<file path="src/rtl/clkbank_ctrl.sv">
module clkbank_ctrl #(
  parameter int NB  = 5,
  parameter int OPB = 2
) (
  input  logic            clk,
  input  logic            rst_n,
  input  logic [1:0]      ref_in,
  input  logic            ref_pick,
  input  logic [2*NB-1:0] fn_sel,
  input  logic [1:0]      fb_fn,
  input  logic            stop_req,
  input  logic            pd_n,
  input  logic            hold_mode,
  input  logic            edge_pos,
  input  logic            bypass,
  output logic [NB*OPB-1:0] bank_q,
  output logic [NB-1:0]   bank_oe,
  output logic            fb_q,
  output logic            fb_qn,
  output logic            fb_oe
);
  localparam int CW = 3;

  logic [CW-1:0] phase;
  logic ref_v, lvl, bank_halt;

  function automatic logic wave(input logic [1:0] fn, input logic [CW-1:0] c);
    case (fn)
      2'b00:   return c[0];
      2'b01:   return ~c[0];
      2'b10:   return c[1];
      default: return c[2];
    endcase
  endfunction

  assign ref_v     = ref_in[ref_pick];
  assign lvl       = ~edge_pos;
  assign bank_halt = stop_req | ~pd_n;

  always_ff @(posedge clk or negedge rst_n)
    if (!rst_n) phase <= '0;
    else        phase <= phase + 1'b1;

  for (genvar u = 0; u <= NB; u++) begin : g_unit
    logic [1:0] fn;
    logic req, w, q, st, oe;

    if (u < NB) begin : g_bank
      assign fn  = fn_sel[2*u +: 2];
      assign req = bank_halt;
      assign bank_q[u*OPB +: OPB] = bypass ? {OPB{ref_v}} : {OPB{q}};
      assign bank_oe[u] = oe;
    end else begin : g_fb
      assign fn    = fb_fn;
      assign req   = ~pd_n;
      assign fb_q  = bypass ? ref_v : q;
      assign fb_qn = ~fb_q;
      assign fb_oe = oe;
    end

    assign w = wave(fn, phase);

    always_ff @(posedge clk or negedge rst_n) begin
      if (!rst_n) begin
        q <= 1'b0; st <= 1'b0; oe <= 1'b1;
      end else if (!st) begin
        if (req && w == lvl) begin
          st <= 1'b1; q <= lvl; oe <= hold_mode;
        end else begin
          q <= w;
        end
      end else if (!req && phase == {CW{1'b1}}) begin
        st <= 1'b0; q <= w; oe <= 1'b1;
      end else begin
        q <= lvl; oe <= hold_mode;
      end
    end
  end
endmodule


</file>
<file path="config.mk">
export PLATFORM = sky130hd
export DESIGN_NAME = clkbank_ctrl
export DESIGN_NICKNAME = d
export VERILOG_FILES = /design/src/rtl/clkbank_ctrl.sv
export SDC_FILE = /design/constraint.sdc
export NUM_CORES = 1
export LEC_CHECK = 0
export BUFFER_PORTS_ARGS = -buffer_cell sky130_fd_sc_hd__buf_2
export CAP_MARGIN = 20
export CORE_MARGIN = 10
export CORE_UTILIZATION = 46
export CTS_BUF_LIST = sky130_fd_sc_hd__clkbuf_8 sky130_fd_sc_hd__clkbuf_16
export DETAILED_ROUTE_END_ITERATION = 10
export PLACE_DENSITY = 0.79
export SYNTH_ARGS = -nofsm -noshare
export SYNTH_HDL_FRONTEND = slang
export SYNTH_SLANG_ARGS = --single-unit
export TNS_END_PERCENT = 50
</file>
<file path="constraint.sdc">
create_clock -name clk -period 1.7 [get_ports clk]
set_clock_uncertainty 0.2 [all_clocks]
set_input_delay 0.34 -clock clk [delete_from_list [all_inputs] [get_ports clk]]
set_output_delay 0.34 -clock clk [all_outputs]
set_load 0.1 [all_outputs]
</file>
# After elaboration in Yosys (flattened, before gate mapping)
# Cells that the tools add are included.
# W data, S select, Z words.
dict set report word_totals {
  wordCells 126
  output_inout_bits 18
  input_bits 22
  regBits 21
}
dict set report op_classes {
  muxes 60
  n_reduce_logical 21
  add_sub_neg 1
  bitwise_logic 5
  order_cmp 1
  n_eq_ne 19
}
# cell n
set op_table {}
lappend op_table {{$mux W1} 49}
lappend op_table {{$pmux W1 S3} 6}
lappend op_table {{$eq A2 B1 Y1 const B} 6}
lappend op_table {{$eq A2 B2 Y1 const B} 6}
lappend op_table {{$logic_not A2 Y1} 6}
lappend op_table {{$reduce_bool A2 Y1} 6}
lappend op_table {{$mux W2} 5}
lappend op_table {{$logic_and A1 B1 Y1} 8}
lappend op_table {{$eq A1 B1 Y1} 6}
lappend op_table {{$not A1 Y1} 4}
lappend op_table {{$add A3 B1 Y3 const B} 1}
lappend op_table {{$eq A3 B3 Y1 const B} 1}
lappend op_table {{$lt A1 B2 Y1 const B} 1}
lappend op_table {{$logic_not A1 Y1} 1}
lappend op_table {{$or A1 B1 Y1} 1}

# Depth between registers and ports, before layout
dict set report logic_depth {
  depth_word 6
  ltp_mapped 6
  mapped_depth_nobuf 6
}

# Worst setup path before layout
# No wires, ideal clock.
dict set report synth_path {
  path_type {in2out}
  start {input port bypass}
  end {output port bank_q[1]}
  path_stages 2
  setup_slack_ps -1920
  path_buffers 1
  required_ps 1160
  arrival_time_ps 3080
  cell_sequence {o21ai_0 buf_4}
}
dict set report synth_between {
  elab_chain_cells 1
}
# element line_no
set synth_lines {}
lappend synth_lines {{from (decl)} 15} ;# input logic bypass,
lappend synth_lines {{$mux W2} 51} ;# assign bank_q[u*OPB +: OPB] = bypass ? {OPB{ref_v}} : {OPB{q}};
lappend synth_lines {{to (decl)} 16} ;# output logic [NB*OPB-1:0] bank_q,
# Every way passes these cells.

# Final worst setup path
dict set report layout_path {
  start {register phase[0]}
  end {register g_unit[2].oe}
}
dict set report layout_between {
  elab_chain_cells 5
  elab_cells_between_ends 9
  classes_between {eq/ne: 2; mux: 3; bitwise: 1; reduce/logical: 3}
}
# element line_no
set layout_lines {}
lappend layout_lines {{from (decl)} 24} ;# logic [CW-1:0] phase;
lappend layout_lines {{from (signal assigned)} 42} ;# else phase <= phase + 1'b1;
lappend layout_lines {{$not A1 Y1} 30} ;# 2'b01: return ~c[0];
lappend layout_lines {{$pmux W1 S3} 28} ;# case (fn)
lappend layout_lines {{$eq A1 B1 Y1} 67} ;# if (req && w == lvl) begin
lappend layout_lines {{$logic_and A1 B1 Y1} 67}
lappend layout_lines {{$reduce_bool A2 Y1 (no source line)} -}
lappend layout_lines {{to (signal assigned)} 75} ;# q <= lvl; oe <= hold_mode;
lappend layout_lines {{to (decl)} 46} ;# logic req, w, q, st, oe;
# Parallel ways exist; a longest one is shown, timed or not.
# A chain may end at the register's enable or synchronous reset.

==> out/summary.json <==
{
  "synth_largest_type_area_fraction": 0.2844,
  "synth_warnings": 0,
  "post_synth_inst_count": 131,
  "rr_startpoint": "phase[0]",
  "flow.area_growth_from_synthesis_pct": 65.02,
  "dp_hpwl_mm": 2.648,
  "multiplexer_area_fraction_after_synthesis": 0.2227,
  "power.leakage_nw": 1.015,
  "clock-sinks": 21,
  "cts_htree_levels": 1,
  "critical_path.most_common_cell": "sky130_fd_sc_hd__mux2i_1",
  "ys_top_cells_by_area": "sky130_fd_sc_hd__dfrtp_1 28%, sky130_fd_sc_hd__mux2i_1 13%, sky130_fd_sc_hd__dfstp_2 12%",
  "critical_path_required_ns": 1.70,
  "critical_path_class": "reg -> reg",
  "start_kind": "flip-flop",
  "synth_area_sq_um": 1320,
  "die_area_sq_um": 5413,
  "grt_first_pass_wirelength_mm": 5.740,
  "maxClockFrequency_mhz": 527.2,
  "netlist-cell-type-count": 27,
  "ys_top_cells_by_count": "17 x sky130_fd_sc_hd__mux2i_1, 15 x sky130_fd_sc_hd__dfrtp_1, 12 x sky130_fd_sc_hd__nand2_1",
  "vdd.ir_drop.worst_v": 0.0009815,
  "run_status": "complete, but fails checks",
  "die_w_um": 73.57,
  "global_route.overflow_total": 0,
  "rr_endpoint": "g_unit[2].oe",
  "finalSetupViolations": 26,
  "synthFlopType": "sky130_fd_sc_hd__dfrtp_1",
  "p_per_area_nw_per_um2": 826.9,
  "synth-edff-count": 0,
  "std_cell_rows": 19,
  "setup.worst_path.end_class": "flip-flop",
  "final_hold_viol_count": 0,
  "hold_path_startpoint": "pd_n",
  "initial_core_util": 0.4787,
  "place.port_buffers": 39,
  "postRouteAntennaNets": 0,
  "worst-r2r-cell-count": 5,
  "grt_max_degree": 22,
  "synth.yosys.seq_area_share": 0.4038,
  "worstMarginPinSlew_ns": 0.4699,
  "via_per_inst": 5.355,
  "cts-buffers-inserted": 3,
  "place_inst": 204,
  "hold_depth": 2,
  "clock_latency_reported_for_the_late_side_of_the_worst_skew_pair_ns": 0.26,
  "detailed_routing_iterations_pass_1": 4,
  "drtIter0Drc": 42,
  "totalPowerFinal_mw": 1.801,
  "core_area_sq_um": 2758,
  "cts_tree": "done",
  "nets_in_the_synthesized_netlist": 155,
  "clkTransAtPathRegs_ns": 0.07,
  "slack_of_the_worst_reg_to_reg_path_ns": -0.20,
  "main_combinational_cell_family_by_area_after_synthesis": "multiplexers",
  "drt_wl_total_mm": 3.787,
  "avgRoutedWirePerCell_um": 17.45,
  "drive_above_1_share": 0.5753,
  "layout_min_cycle_time_ns": 1.897,
  "grt_use_total": 0.1346,
  "portion_of_the_clock_cycle_consumed_by_the_worst_path_in_the_final_layout": 1.116,
  "report.final.slew_viol_count": 0,
  "antenna_found_initial": 0,
  "route.detailed.drc": 0,
  "first_global_vias": 1228,
  "finalWorstSetupSlack_ns": -0.1967,
  "synth-seq-cells": 21,
  "drv_cap": 0,
  "synth_xor_area_frac": 0.03318,
  "post-synth-top-area-cell": "sky130_fd_sc_hd__dfrtp_1",
  "critical_path.slowest_cell": "sky130_fd_sc_hd__dfrtp_1",
  "dp_slack_ns": -0.1332,
  "boundaryPins": 40,
  "dr_total_vias": 1162,
  "cp_cell_sequence": "buf_6 > xnor2_1 > mux2i_1 > mux2i_1 > mux2_2",
  "critPathArrivalTime_ns": 1.89,
  "syn-mean-instance-area_sq_um": 10.08,
  "synth_fa_ha_area_frac": 0.01896,
  "setup-tns-final_ns": -1.805,
  "critPathBufInv": 1,
  "path_delay_family": "multiplexers",
  "most_used_standard_cell_by_instance_count_after_synthesis": "sky130_fd_sc_hd__mux2i_1",
  "nets": 211,
  "worst_hold_path_type": "in -> reg",
  "cts-root-to-sink-buffers": 2,
  "violations_in_the_final_reports": "setup timing",
  "clockRootBuffer": "sky130_fd_sc_hd__clkbuf_8",
  "crit_path_max_fanout": 4,
  "crit_path_max_incr_delay_ns": 0.40,
  "antenna_cells": 0,
  "fin_cells": 217,
  "n_fill_cell": 160,
  "synthSimpleGateAreaFrac": 0.09858,
  "ffs_w_async_s_r_synth": 1.000,
  "holdPathEnd": "g_unit[5].st",
  "synth-compound-area-share": 0.1261,
  "place.gp.congestion": 0.7683,
  "slew-limit-headroom": 0.6868,
  "rsz0062_at_grt": "true",
  "chipHeight_um": 73.57
}
==> per-layer routing <==
layer	share of wire	GRT usage	vias up
met5	0	0	-
met4	0.021	0.06004	0
met3	0.073	0.04038	8
met2	0.54	0.2453	41
met1	0.37	0.1365	558
li1	-	-	555
==> logic make-up after synthesis <==
logic type,Yosys count
buffers and inverters,22
adders and majority gates,2
DFF,21
xor gates and xnor gates,5
and+or+nand+nor,28
AOI/OAI and AO/OA,25
muxes,28
==> per-stage QoR <==
stage                 util  area [sq um]  hold slack (ns)
floorplan                -          1438          -0.1556
global placement    0.7033          1939           0.1106
detailed placement  0.7033          1939           0.1157
CTS                 0.7500          2068           0.1096
global route        0.7899          2178           0.1128
finish              0.7899          2178           0.1124
==> registers in the layout, summed over array words and instances, names as in the netlist <==
name,count
fb_oe,1
g_unit.q,6
g_unit.oe,5
phase,3
g_unit.st,6
==> worst register-to-register path, delay by kind of cell (launching register included) <==
kind	cells	cell delay [ns]
XOR/XNOR	1	0.15
flip-flops	1	0.40
multiplexers	3	0.93
buffers and inverters	1	0.15
==> worst max path at each step <==
stage / start / endpoint / slack [ns] / cells past startpoint
after CTS: phase[0] / g_unit[4].oe / -0.12 / 5
after global routing: phase[0] / g_unit[2].oe / -0.28 / 5
after floorplan: bypass / bank_q[9] / -0.46 / 2
after detailed placement: phase[0] / g_unit[0].oe / -0.13 / 5
final: phase[0] / g_unit[2].oe / -0.20 / 5
after global placement: ref_pick / fb_q / -0.09 / 6
==> cell usage in the layout, fill, tap and decap left out, drive strengths merged, types with 2 or more instances in the layout <==
cell type	synthesis	final
a21oi	5	5
buf	11	62
clkbuf	1	3
dfrtp	15	15
dfstp	6	6
ha	2	2
inv	10	10
mux2	11	11
mux2i	17	17
nand2	12	12
nand2b	4	4
nor2	7	7
nor2b	2	2
o2111ai	2	2
o21a	6	6
o21ai	6	6
xnor2	5	5
==> power breakdown <==
| group | total [mW] | internal, mW | switching (mW) |
|---|---|---|---|
| Sequential | 0.592 | 0.554 | 0.0372 |
| Clock | 0.325 | 0.161 | 0.164 |
| Combinational | 0.884 | 0.351 | 0.534 |
==> what timing repair did <==
action                     CTS  global route
setup endpoints to repair   22            26
hold buffers                 1             0
pin swaps                    3             4
buffers inserted             6             3
hold endpoints to repair    15             0
gates resized for setup      8            19
==> area by class of cell <==
type                       count  area (sq um)  share of cell area
tap                           31         38.79             0.01781
clock buffer                   3         41.29             0.01895
multi-input combinational     88         833.3              0.3825
sequential                    21         534.3              0.2453
timing repair buffer          63         685.7              0.3148
clock inverter                 1         3.754            0.001723
inverter                      10         41.29             0.01895
(Power assumes the default switching activity.)
